==> src/rtl/adc_cmp_pkg.sv <==
package adc_cmp_pkg;
  typedef enum logic [1:0] {
    CMP_OFF  = 2'd0,
    CMP_RSVD = 2'd1,
    CMP_LT   = 2'd2,
    CMP_GE   = 2'd3
  } cmp_mode_e;

  typedef enum logic [1:0] {
    RES_8    = 2'd0,
    RES_10   = 2'd1,
    RES_12   = 2'd2,
    RES_XTRA = 2'd3
  } res_sel_e;

  function automatic int unsigned res_bits(logic [1:0] sel);
    case (sel)
      RES_8:   return 8;
      RES_10:  return 10;
      default: return 12;
    endcase
  endfunction
endpackage

==> src/rtl/adc_cmp_mask.sv <==
module adc_cmp_mask #(
  parameter int unsigned W = 12
) (
  input  logic [1:0]   sel_i,
  input  logic [W-1:0] data_i,
  output logic [W-1:0] data_o
);
  import adc_cmp_pkg::*;

  for (genvar i = 0; i < W; i++) begin : g_bit
    assign data_o[i] = data_i[i] & (res_bits(sel_i) > i);
  end
endmodule

==> src/rtl/adc_cmp_core.sv <==
module adc_cmp_core #(
  parameter int unsigned W = 12
) (
  input  logic [1:0]   mode_i,
  input  logic [W-1:0] res_i,
  input  logic [W-1:0] lvl_i,
  output logic         en_o,
  output logic         hit_o
);
  import adc_cmp_pkg::*;

  logic [W:0] sum;
  logic       ge;

  // result + ~level + 1: carry out means result >= level
  assign sum = {1'b0, res_i} + {1'b0, ~lvl_i} + {{W{1'b0}}, 1'b1};
  assign ge  = sum[W];

  always_comb begin
    en_o  = 1'b0;
    hit_o = 1'b1;
    case (cmp_mode_e'(mode_i))
      CMP_LT: begin en_o = 1'b1; hit_o = ~ge; end
      CMP_GE: begin en_o = 1'b1; hit_o = ge;  end
      default: ;
    endcase
  end
endmodule

==> src/rtl/adc_cmp_aggr.sv <==
module adc_cmp_aggr #(
  parameter int unsigned DEPTH_W = 3
) (
  input  logic               clk_i,
  input  logic               rst_ni,
  input  logic               valid_i,
  input  logic               clr_i,
  input  logic               hit_i,
  input  logic               fifo_en_i,
  input  logic [DEPTH_W-1:0] depth_i,
  input  logic               and_mode_i,
  output logic               done_o
);
  logic [DEPTH_W-1:0] cnt_q;
  logic               acc_q, done_q;
  logic               first, last, agg;

  assign first = (cnt_q == '0);
  assign last  = ~fifo_en_i | (cnt_q >= depth_i);
  assign agg   = and_mode_i ? ((first | acc_q) & hit_i)
                            : ((~first & acc_q) | hit_i);

  always_ff @(posedge clk_i or negedge rst_ni) begin
    if (!rst_ni) begin
      cnt_q  <= '0;
      acc_q  <= 1'b0;
      done_q <= 1'b0;
    end else if (clr_i) begin
      cnt_q  <= '0;
      acc_q  <= 1'b0;
      done_q <= 1'b0;
    end else if (valid_i) begin
      if (last) begin
        cnt_q  <= '0;
        acc_q  <= 1'b0;
        done_q <= done_q | agg;
      end else begin
        cnt_q <= cnt_q + 1'b1;
        acc_q <= agg;
      end
    end
  end

  assign done_o = done_q;

  assert_done_sticky_R9: assert property (@(posedge clk_i) disable iff (!rst_ni)
    done_q && !clr_i |=> done_q);
  assert_clr_drops_done_R9: assert property (@(posedge clk_i) disable iff (!rst_ni)
    clr_i |=> !done_q);
  assert_mid_batch_hold_R7: assert property (@(posedge clk_i) disable iff (!rst_ni)
    valid_i && !clr_i && fifo_en_i && (cnt_q < depth_i) |=> $stable(done_q));
endmodule

==> src/rtl/adc_window_cmp.sv <==
module adc_window_cmp #(
  parameter int unsigned RES_W   = 12,
  parameter int unsigned DEPTH_W = 3
) (
  input  logic               clk_i,
  input  logic               rst_ni,
  input  logic [1:0]         res_sel_i,
  input  logic [1:0]         cmp_mode_i,
  input  logic [RES_W-1:0]   cmp_val_i,
  input  logic               fifo_en_i,
  input  logic [DEPTH_W-1:0] depth_i,
  input  logic               and_mode_i,
  input  logic               valid_i,
  input  logic [RES_W-1:0]   result_i,
  input  logic               clr_i,
  output logic               match_o,
  output logic               match_valid_o,
  output logic               done_o
);
  logic [RES_W-1:0] res_m, lvl_m;
  logic             cmp_en, hit;
  logic             match_q, mvalid_q;

  adc_cmp_mask #(.W(RES_W)) u_mask_res (.sel_i(res_sel_i), .data_i(result_i),  .data_o(res_m));
  adc_cmp_mask #(.W(RES_W)) u_mask_lvl (.sel_i(res_sel_i), .data_i(cmp_val_i), .data_o(lvl_m));

  adc_cmp_core #(.W(RES_W)) u_core (
    .mode_i(cmp_mode_i), .res_i(res_m), .lvl_i(lvl_m), .en_o(cmp_en), .hit_o(hit)
  );

  adc_cmp_aggr #(.DEPTH_W(DEPTH_W)) u_aggr (
    .clk_i, .rst_ni, .valid_i, .clr_i, .hit_i(hit), .fifo_en_i, .depth_i,
    .and_mode_i, .done_o
  );

  always_ff @(posedge clk_i or negedge rst_ni) begin
    if (!rst_ni) begin
      match_q  <= 1'b0;
      mvalid_q <= 1'b0;
    end else begin
      mvalid_q <= valid_i;
      if (valid_i) match_q <= hit;
    end
  end

  assign match_o       = match_q;
  assign match_valid_o = mvalid_q;

  assert_valid_latency_R10: assert property (@(posedge clk_i) disable iff (!rst_ni)
    valid_i |=> match_valid_o);
  assert_off_sets_done_R1: assert property (@(posedge clk_i) disable iff (!rst_ni)
    valid_i && !clr_i && !fifo_en_i && !cmp_en |=> done_o && match_o);
  assert_miss_no_done_R6: assert property (@(posedge clk_i) disable iff (!rst_ni)
    valid_i && !clr_i && !fifo_en_i && cmp_en && !hit && !done_o |=> !done_o);
endmodule

==> config.mk <==
export PLATFORM = sky130hd
export DESIGN_NAME = adc_window_cmp
export DESIGN_NICKNAME = d
export VERILOG_FILES = /design/src/rtl/adc_cmp_pkg.sv /design/src/rtl/adc_cmp_mask.sv /design/src/rtl/adc_cmp_core.sv /design/src/rtl/adc_cmp_aggr.sv /design/src/rtl/adc_window_cmp.sv
export SDC_FILE = /design/constraint.sdc
export NUM_CORES = 1
export LEC_CHECK = 0
export BUFFER_PORTS_ARGS = -buffer_cell sky130_fd_sc_hd__buf_2
export CORE_MARGIN = 2
export CORE_UTILIZATION = 30
export CTS_CLUSTER_DIAMETER = 40
export DETAILED_ROUTE_END_ITERATION = 10
export SYNTH_ARGS = -nofsm -noshare
export SYNTH_HDL_FRONTEND = slang
export SYNTH_SLANG_ARGS = --single-unit
==> constraint.sdc <==
create_clock -name clk_i -period 4.4 [get_ports clk_i]
set_input_delay 0.22 -clock clk_i [delete_from_list [all_inputs] [get_ports clk_i]]
set_output_delay 0.22 -clock clk_i [all_outputs]
set_load 0.005 [all_outputs]
======== After elaboration in Yosys (flattened, before gate mapping) ========
Cells that the tools add are included.
word-level totals
  bits in registers ....................... 7
  output and inout port bits .............. 3
operators by class
  magnitude comparators ................... 13
  equal/unequal tests ..................... 3
  bitwise logic cells ..................... 34
  multiplexer cells ....................... 12
  reductions and logical operators ........ 5
  $add $sub $neg .......................... 3
operator list
  cell                   count
  $gt 32x3->1 const B    3
  $gt 32x4->1 const B    2
  $gt 32x1->1 const B    1
  $gt 32x2->1 const B    1
  $and 1x1->1            26
  $add 12x12->13         1
  $add 13x1->13 const B  1
  $not 12->12            1
  $mux 3                 3
  $gt 4x4->1 const B     2
  $mux 1                 7
  $pmux 3 s2             1
  $eq 2x2->1 const B     2
  $gt 4x1->1 const B     1
  $gt 4x2->1 const B     1
  $gt 4x3->1 const B     1
  $or 1x1->1             4
  $reduce_bool 2->1      2
  $add 3x1->3 const B    1
  $ge 3x3->1             1
  $logic_not 3->1        1
  $not 1->1              3
  $eq 2x1->1 const B     1
  $logic_not 2->1        1
  2 further kinds        2

======== Logic depth before layout (Yosys ltp) ========
Gate-level depths: netlist of the first run.
  word-level depth ........................ 15
  mapped depth ............................ 7
  gate-level depth less buffers ........... 7

======== By module ========
A second synthesis of the first run with hierarchy kept.
unflattened totals
  cell total of the unflattened synthesis .. 108
  area, all modules ....................... 934.6 µm²
modules (own cells, without submodules)
  module          area an instance (µm²)  cells an instance  sequential area each (µm²)  times used
  adc_cmp_aggr    382.9                   40                 125.1                       1
  adc_cmp_core    311.5                   41                 0.0                         1
  adc_cmp_mask    87.6                    12                 0.0                         2
  adc_window_cmp  65.1                    3                  50.0                        1

======== Worst setup path before layout of the first run ========
No wires, ideal clock.
  path type ............................... in2reg
  from .................................... input result_i[11]
  to ...................................... register match_q (netlist: match_o)
  setup time .............................. 0.136 ns
  required time ........................... 4.264 ns
  stages on the path ...................... 7
  setup slack ............................. 2.746 ns
  arrival time ............................ 1.517 ns
  path buffers ............................ 0
  cell sequence ........................... and2_1 ha_1 nand2_1 o211a_1 o311a_2 a2111oi_2 a21oi_1
on the way
  cells in the longest elaborated chain, start to end .. 5
ends and longest elaborated chain
  element               RTL line              text
  from (decl)           adc_window_cmp.sv:14  input logic [RES_W-1:0] result_i,
  $and 1x1->1 *         adc_cmp_mask.sv:11    assign data_o[i] = data_i[i] & (res_bits(sel_i) > i);
  $add 12x12->13 *      adc_cmp_core.sv:16    assign sum = {1'b0, res_i} + {1'b0, ~lvl_i} + {{W{1'b0}}, 1'b1};
  $add 13x1->13 *       adc_cmp_core.sv:16
  $not 1->1             adc_cmp_core.sv:23    CMP_LT: begin en_o = 1'b1; hit_o = ~ge; end
  $pmux 1 s2 *          adc_cmp_core.sv:22    case (cmp_mode_e'(mode_i))
  to (signal assigned)  adc_window_cmp.sv:42  if (valid_i) match_q <= hit;
  to (decl)             adc_window_cmp.sv:22  logic match_q, mvalid_q;
Every way passes the cells marked *; elsewhere a longest branch is shown, timed or not.
A chain may end at the register's enable or synchronous reset.

======== Worst setup path in the final report of the first run ========
  from .................................... register u_aggr.cnt_q[0]
  to ...................................... register u_aggr.cnt_q[1]
on the way
  cells in the longest elaborated chain, start to end .. 5
  elaborated cells between the ends (all ways) .. 6
ends and longest elaborated chain
  element                 RTL line            text
  from (decl)             adc_cmp_aggr.sv:14  logic [DEPTH_W-1:0] cnt_q;
  from (signal assigned)  adc_cmp_aggr.sv:38  cnt_q <= cnt_q + 1'b1;
  $ge 3x3->1              adc_cmp_aggr.sv:19  assign last = ~fifo_en_i | (cnt_q >= depth_i);
  $or 1x1->1              adc_cmp_aggr.sv:19
  $mux 3 *                adc_cmp_aggr.sv:33  if (last) begin
  $mux 3 *                adc_cmp_aggr.sv:32  end else if (valid_i) begin
  $mux 3 *                adc_cmp_aggr.sv:28  end else if (clr_i) begin
Every way passes the cells marked *; elsewhere a longest branch is shown, timed or not. The select of a mux whose other input is x is not followed.

==> results_dict.tcl, run 1 <==
set metrics [dict create \
    antenna_found_initial 0 \
    power_frac_clock 0.266 \
    crit_path_max_fanout 5 \
    ant_nets 0 \
    p_sw_mw 0.0634 \
    start_util 0.310 \
    whs_path_depth 1 \
    cts_tree "built" \
    crit_required_ps 4560 \
    num_rows 19 \
    power_mw 0.208 \
    num_vias 839 \
    ys_seq_area_frac 0.208 \
    avgRoutedWirePerCell_um 10.0 \
    setup_viol_count_final 0 \
    slew_viol_final 0 \
    path_cells "inv_1 -> ha_1 -> nand2b_1 -> a21o_1 -> a21oi_1 -> nand3_1 -> a21oi_1" \
    via_per_inst 4.88 \
    status "completed" \
    cap_violations 0 \
    synth_flop_cell "dfrtp_1" \
    grt_overflow 0 \
    syn_nets 151 \
    insertion_delay_ps 240 \
    core_sq_um 2710 \
    relSlewSlack 0.721 \
    reg2reg_from "u_aggr.cnt_q[0]" \
    die-width_um 56.9 \
    finalHoldViolations 0 \
    port_buffers 39 \
    path_common_cell "a21oi_1" \
    synth_edf_count 0 \
    path_clk_slew_ps 50 \
    synth_async_sr_flop_share 1.00 \
    place_congestion 0.741 \
    startpoint "u_aggr.cnt_q[0]" \
    ctsResizeCount 0 \
    fin_crit_sh 0.405 \
    clockBufferDepth 2 \
    die_area_sq_um 3240 \
    ys_ff_latch 7 \
    area_growth_pct 31.7 \
    synth_top_cell_area_share 0.238 \
    syn_area_per_cell_sq_um 8.58 \
    endpoint_kind "flip-flop" \
    synth_cell_types 29 \
    powerDensity_nw_per_um2 188 \
    cp_num_buf_inv 1 \
    syn-instance-count 98 \
    period_needed_ps 1780 \
    drt-total-wl_um 1720 \
    seqPwrFrac 0.340 \
    max_freq_ghz 0.562 \
    firstDrtPassIters 4 \
    combinationalPowerShare 0.394 \
    worst-endpoint-arrival_ps 1940 \
    rsz0062_at_grt "false" \
    p_int_mw 0.144 \
    numCtsBuffers 3 \
    timing.hold.ws_ps 215 \
    post_route_cells_drive_above_1_share 0.348 \
    peakVddDrop_mv 0.200 \
    max_stage_delay_ps 390 \
    clockRootBuffer "clkbuf_4" \
    drtIter0Drc 23 \
    htree_levels 1 \
    tightest_slew_ps 418 \
    grt_usage 0.113 \
    holdPathEnd "match_valid_o" \
    crit_cells 7 \
    die_h_um 56.9 \
    drc 0 \
    synth_area_leader_cell "ha_1" \
    grt_pass1_wl_um 3020 \
    grt_pass1_vias 781 \
    cp_top_family "compound AO/OA/AOI/OAI gates" \
    setup_tns_ps 0 \
    synth_warnings 0 \
    cts.sink_count 7 \
    min_from "valid_i" \
    timing.clock.skew_ps 6.28 \
    synthesis.area_sq_um 841 \
    ios 40 \
    switching_share 0.306 \
    critPathKind "reg -> reg" \
    leakage_nw 0.587 \
    startpoint_type "flip-flop" \
    ys_top_cells_by_area "ha_1, dfrtp_1, inv_1" \
    cp_slowest_cell "dfrtp_1" \
    hpwlAfterDp_um 1500 \
    final_nets 195 \
    synth_commonest_cells "ha_1, inv_1, a21oi_1" \
    reg2reg_to "u_aggr.cnt_q[1]" \
    r2r_cells 7 \
    antenna_cells 0 \
    worst_hold_path_type "in -> reg" \
    r2r_slack_ps 2620 \
    grt_max_degree 13 \
]
cells in the final DEF (no fill, tap or decap), types with 2 or more instances in the layout:
cell,n
inv_1,16
nand3_1,3
ha_1,16
nor2_1,6
dfrtp_1,7
nand2_1,6
buf_2,39
clkbuf_4,3
nand4_1,2
a21oi_1,8
nand2b_1,5
and2_1,2
o21a_1,5
nand3b_1,2
o21ai_0,4
cell families after synthesis:
family	synth area share
AO/OA/AOI/OAI	0.295
buffers and inverters	0.0759
adder cells (fa/ha/maj)	0.238
AND/OR/NAND/NOR	0.183
flip-flops	0.208
repair_timing:
item                                   CTS  global route
endpoints found under the hold margin    7             0
hold buffers                             1             0
buffers inserted                         0             0
registers in the layout, indices dropped and copies added (netlist names):
signal,count
u_aggr.cnt_q,3
u_aggr.done_o,1
u_aggr.acc_q,1
match_o,1
match_valid_o,1
worst register-to-register path: stages, from the launching register on:
cell and delay (ps):
dfrtp_1 390, inv_1 100, ha_1 230, nand2b_1 140, a21o_1 170, a21oi_1 360, nand3_1 130, a21oi_1 180
through the flow:
stage           util  worst slack, ps  instance area, sq um  instances
6_report       0.409             2620                  1110        172
4_1_cts        0.409             2600                  1110        172
3_5_place_dp   0.395             2500                  1070        167
5_1_grt        0.409             2450                  1110        172
3_3_place_gp   0.395             2570                  1070        167
2_1_floorplan      -             2750                   841         98
per-layer routing:
layer,up-vias,wire length (um),global-route usage
met3,0,134,0.0159
met1,369,738,0.149
li1,441,-,-
met4,0,0,0.0299
met2,29,849,0.195
met5,-,0,0
power by group through the flow:
stage	registers (mW)	clock network (mW)	logic [mW]
finish	0.0706	0.0553	0.0817
floorplan	0.0718	0	0.0515
global placement	0.0717	0	0.0794
global route	0.0714	0.0619	0.0929
detailed placement	0.0716	0	0.0820
CTS	0.0707	0.0585	0.0832
area by class of cell:
class,instances,area [sq um]
clock buffers,4,26.3
fillers,282,1600
inverters,16,60.1
multi-input cells,74,602
flip-flops and latches,7,175
well taps,31,38.8
repair buffers,40,205
worst max path at each step:
stage / endpoint
after detailed placement: match_o
after global routing: u_aggr.acc_q
after floorplan: match_o
after global placement: match_o
final: u_aggr.cnt_q[1]
after CTS: u_aggr.cnt_q[1]
No activity file was read; power rests on OpenSTA's default activity.
==> run 2, diff against run 1 <==
Clock period 4.4 ns to 1.7 ns, I/O delays scaled along.
==> run 2 against run 1 <==
Compared with the run above:
- final cell count up 1.2%
- clock-buffer cell count unchanged
- hold slack worse by 150 ps
- clock skew is 5.6 ps lower
==> results_dict.tcl, run 2 (synthesis results as in run 1) <==
set metrics [dict create \
    status "completed" \
    avgRoutedWirePerCell_um 10.7 \
    die-width_um 56.9 \
    htree_levels 1 \
    path_clk_slew_ps 50 \
    antenna_cells 0 \
    max_stage_delay_ps 390 \
    timing.clock.skew_ps 0.696 \
    peakVddDrop_mv 0.436 \
    cp_top_family "compound AO/OA/AOI/OAI gates" \
    cts.sink_count 7 \
    startpoint_type "flip-flop" \
    largest_register "u_aggr.cnt_q" \
    cp_slowest_cell "dfrtp_1" \
    port_buffers 39 \
    period_needed_ps 1570 \
    cts_tree "built" \
    finalHoldViolations 0 \
    ant_nets 0 \
    grt_pass1_vias 804 \
    largest_reg_flops 3 \
    die_h_um 56.9 \
    top_layer_used "met3" \
    cp_num_buf_inv 2 \
    fin_crit_sh 0.922 \
    worst-endpoint-arrival_ps 1750 \
    endpoint_kind "flip-flop" \
    setup_viol_count_final 0 \
    met2_length_um 952 \
    path_cells "inv_2 -> ha_1 -> nand2b_1 -> a21o_1 -> a21oi_2 -> buf_6 -> nand4b_1 -> o21ai_1" \
    num_rows 19 \
    relSlewSlack 0.795 \
    worst_hold_path_type "in -> reg" \
    via_per_inst 4.89 \
    dp_cells 168 \
    start_util 0.310 \
    insertion_delay_ps 250 \
    crit_required_ps 1880 \
    grt_overflow 0 \
    post_route_cells_drive_above_1_share 0.385 \
    num_vias 850 \
    core_sq_um 2710 \
    final_nets 197 \
    met3_length_um 121 \
    mostFrequentLayoutCells "buf_2, ha_1, inv_1" \
    place_congestion 0.747 \
    clockBufferDepth 2 \
    drtIter0Drc 20 \
    grt_max_degree 13 \
    layout_commonest_cell "buf_2" \
    firstDrtPassIters 4 \
    r2r_slack_ps 130 \
    drc 0 \
    powerDensity_nw_per_um2 495 \
    hpwlAfterDp_um 1540 \
    critPathKind "reg -> reg" \
    die_area_sq_um 3240 \
    final_cells 174 \
    wl_met1_um 787 \
    ios 40 \
    max_freq_ghz 0.638 \
    drt-total-wl_um 1860 \
    leakage_nw 0.599 \
    grt_pass1_wl_um 3060 \
    tightest_slew_ps 306 \
    grt_usage 0.116 \
    antenna_found_initial 0 \
    slew_viol_final 0 \
    cap_violations 0 \
    numCtsBuffers 3 \
    crit_path_max_fanout 5 \
    clockRootBuffer "clkbuf_4" \
    num-fill-cells 282 \
    area_growth_pct 35.3 \
    setup_tns_ps 0 \
]
==> run 2: where the power goes <==
group          internal [mW]  total, mW  switching, mW
sequential             0.177      0.183        0.00611
clock                 0.0899      0.156         0.0660
combinational          0.113      0.223          0.110
==> run 2: repair_timing <==
| action | in CTS | in global routing |
|---|---|---|
| resized for setup | 0 | 6 |
| hold buffers | 1 | 0 |
| setup endpoints to repair | 0 | 5 |
| endpoints found under the hold margin | 7 | 0 |
| setup buffers | 0 | 1 |
==> run 2: stage by stage <==
stage	power [mW]	hold WS [ps]	cell area, sq um	setup WS, ps	util
final	0.562	63.3	1140	132	0.420
after detailed placement	0.401	-72.7	1080	-76.3	0.398
after CTS	0.569	46.2	1110	25.7	0.411
after global routing	0.607	69.2	1140	-14.3	0.420
after global placement	0.394	-75.0	1080	1.71	0.398
after floorplan	0.319	-211	841	103	-
==> run 2: path summary, 6_finish.rpt <==
kind / from / endpoint / depth (start not counted)
max in group asynchronous: rst_ni / u_aggr.acc_q / 2
min: valid_i / match_valid_o / 1
max: u_aggr.cnt_q[0] / u_aggr.acc_q / 8
min in group asynchronous: rst_ni / u_aggr.cnt_q[1] / 2
min reg2reg: u_aggr.acc_q / u_aggr.acc_q / 2
max reg2reg: u_aggr.cnt_q[0] / u_aggr.acc_q / 8
==> run 2: metal layers <==
layer,track usage,vias to the layer above
met3,0.0136,0
met4,0.0399,0
met2,0.225,31
met1,0.129,377
met5,0,-
li1,-,442
==> run 2: layout make-up <==
| type | instances | area, sq um | area share |
|---|---|---|---|
| multi-input cells | 74 | 613 | 0.539 |
| well taps | 31 | 38.8 | 0.0341 |
| clock buffers | 4 | 26.3 | 0.0231 |
| repair buffers | 42 | 224 | 0.197 |
| inverters | 16 | 60.1 | 0.0528 |
| flip-flops and latches | 7 | 175 | 0.154 |
==> run 3, diff against run 2 <==
Settings changed: REMOVE_ABC_BUFFERS set to 1.
==> run 3 against run 2 <==
Compared with the run above:
- via count down 0.71%
- setup slack gained 21 ps
- core utilization unchanged
- critical path depth unchanged
- combinational power about the same
- clock skew increased by 6.0 ps
- total power fell by 1.2%
- non-clock buffer count is the same
- sequential share of layout area is the same
- flip-flop and latch count did not move
- critical path type unchanged
==> results_dict.tcl, run 3 (synthesis results as in run 1) <==
set metrics [dict create \
    status "completed" \
    layout_commonest_cell "buf_2" \
    num_vias 844 \
    via_per_inst 4.85 \
    avgRoutedWirePerCell_um 10.4 \
    largest_reg_flops 3 \
    slew_viol_final 0 \
    r2r_cells 8 \
    whs_path_depth 1 \
    die-width_um 56.9 \
    fin_area_sq_um 1140 \
    clockBufferDepth 2 \
    place_congestion 0.711 \
    drtIter0Drc 11 \
    insertion_delay_ps 250 \
    clockRootBuffer "clkbuf_4" \
    finalHoldViolations 0 \
    start_util 0.310 \
    final_nets 197 \
    crit_path_max_fanout 5 \
    r2r_slack_ps 150 \
    num-fill-cells 279 \
    dp_cells 168 \
    grt_pass1_vias 896 \
    pre_cts_slack_ps -67.1 \
    grt_usage 0.125 \
    die_area_sq_um 3240 \
    crit_required_ps 1880 \
    firstDrtPassIters 4 \
    setup_tns_ps 0 \
    largest_register "u_aggr.cnt_q" \
    drc 0 \
    die_h_um 56.9 \
    mostFrequentLayoutCells "buf_2, ha_1, inv_1" \
    numCtsBuffers 3 \
    critPathKind "reg -> reg" \
    rsz0062_at_grt "false" \
    path_clk_slew_ps 60 \
    port_buffers 39 \
    num_rows 19 \
    powerDensity_nw_per_um2 489 \
    placed_cell_area_sq_um 1080 \
    tightest_slew_ps 288 \
    post_route_cells_drive_above_1_share 0.385 \
    cap_violations 0 \
    ios 40 \
    hpwlAfterDp_um 1590 \
    period_needed_ps 1550 \
    cts.sink_count 7 \
    antenna_found_initial 0 \
    grt_overflow 0 \
    relSlewSlack 0.807 \
    max_freq_ghz 0.647 \
    htree_levels 1 \
    timing.clock.skew_ps 6.66 \
    endpoint_kind "flip-flop" \
    cts_tree "built" \
    core_sq_um 2710 \
    ant_nets 0 \
    worst-endpoint-arrival_ps 1730 \
    grt_pass1_wl_um 3390 \
    setup_viol_count_final 0 \
    grt_max_degree 13 \
    startpoint_type "flip-flop" \
    area_growth_pct 35.3 \
    antenna_cells 0 \
    setup_ws_ps 153 \
    leakage_nw 0.599 \
    fin_crit_sh 0.910 \
    final_cells 174 \
    worst_hold_path_type "in -> reg" \
    drt-total-wl_um 1810 \
    peakVddDrop_mv 0.371 \
    power_mw 0.556 \
]
==> run 3: cell counts in the layout (fill, tap and decap cells not counted) <==
Identical to the previous run, type by type.
==> run 3: area by class of cell <==
| cell class | count | area [sq um] | share of cell area |
|---|---|---|---|
| sequential | 7 | 175 | 0.154 |
| tap | 31 | 38.8 | 0.0341 |
| multi-input combinational | 74 | 613 | 0.539 |
| inverter | 16 | 60.1 | 0.0528 |
| timing repair buffer | 42 | 224 | 0.197 |
| clock buffer | 4 | 26.3 | 0.0231 |
==> run 3: final timing paths <==
check	end	from
min reg2reg	u_aggr.acc_q	u_aggr.acc_q
min in group asynchronous	u_aggr.cnt_q[0]	rst_ni
max	u_aggr.cnt_q[1]	u_aggr.cnt_q[0]
max in group asynchronous	match_o	rst_ni
max reg2reg	u_aggr.cnt_q[1]	u_aggr.cnt_q[0]
min	match_valid_o	valid_i
==> run 3: worst max-delay path: stages, from the launching register on <==
cell	delay (ps)
dfrtp_1	380
inv_2	70
ha_1	210
nand2b_1	140
a21o_1	180
a21oi_2	130
buf_6	130
nand3_1	90
a21oi_2	140
==> run 3: through the flow <==
stage                      util  hold slack [ps]
final                     0.420             75.9
after global routing      0.420             70.8
after CTS                 0.411             71.0
after detailed placement  0.398            -69.4
after global placement    0.398            -72.3
after floorplan               -             -211
==> run 3: timing repair <==
action	in CTS	in global routing
setup endpoints to repair	0	4
resized for setup	0	6
endpoints found under the hold margin	7	0
hold buffers	1	0
setup buffers	0	1
==> run 3: power breakdown <==
| part | internal [mW] | switching (mW) | total [mW] |
|---|---|---|---|
| Clock | 0.0895 | 0.0602 | 0.150 |
| Sequential | 0.177 | 0.00538 | 0.183 |
| Combinational | 0.114 | 0.110 | 0.224 |
| Total | 0.381 | 0.175 | 0.556 |
==> run 3: metal layers <==
layer / vias up / routed length (um) / global-route usage
li1: 442 / - / -
met1: 379 / 749 / 0.150
met2: 23 / 948 / 0.236
met3: 0 / 114 / 0.0181
met4: 0 / 0 / 0.0199
met5: - / 0 / 0
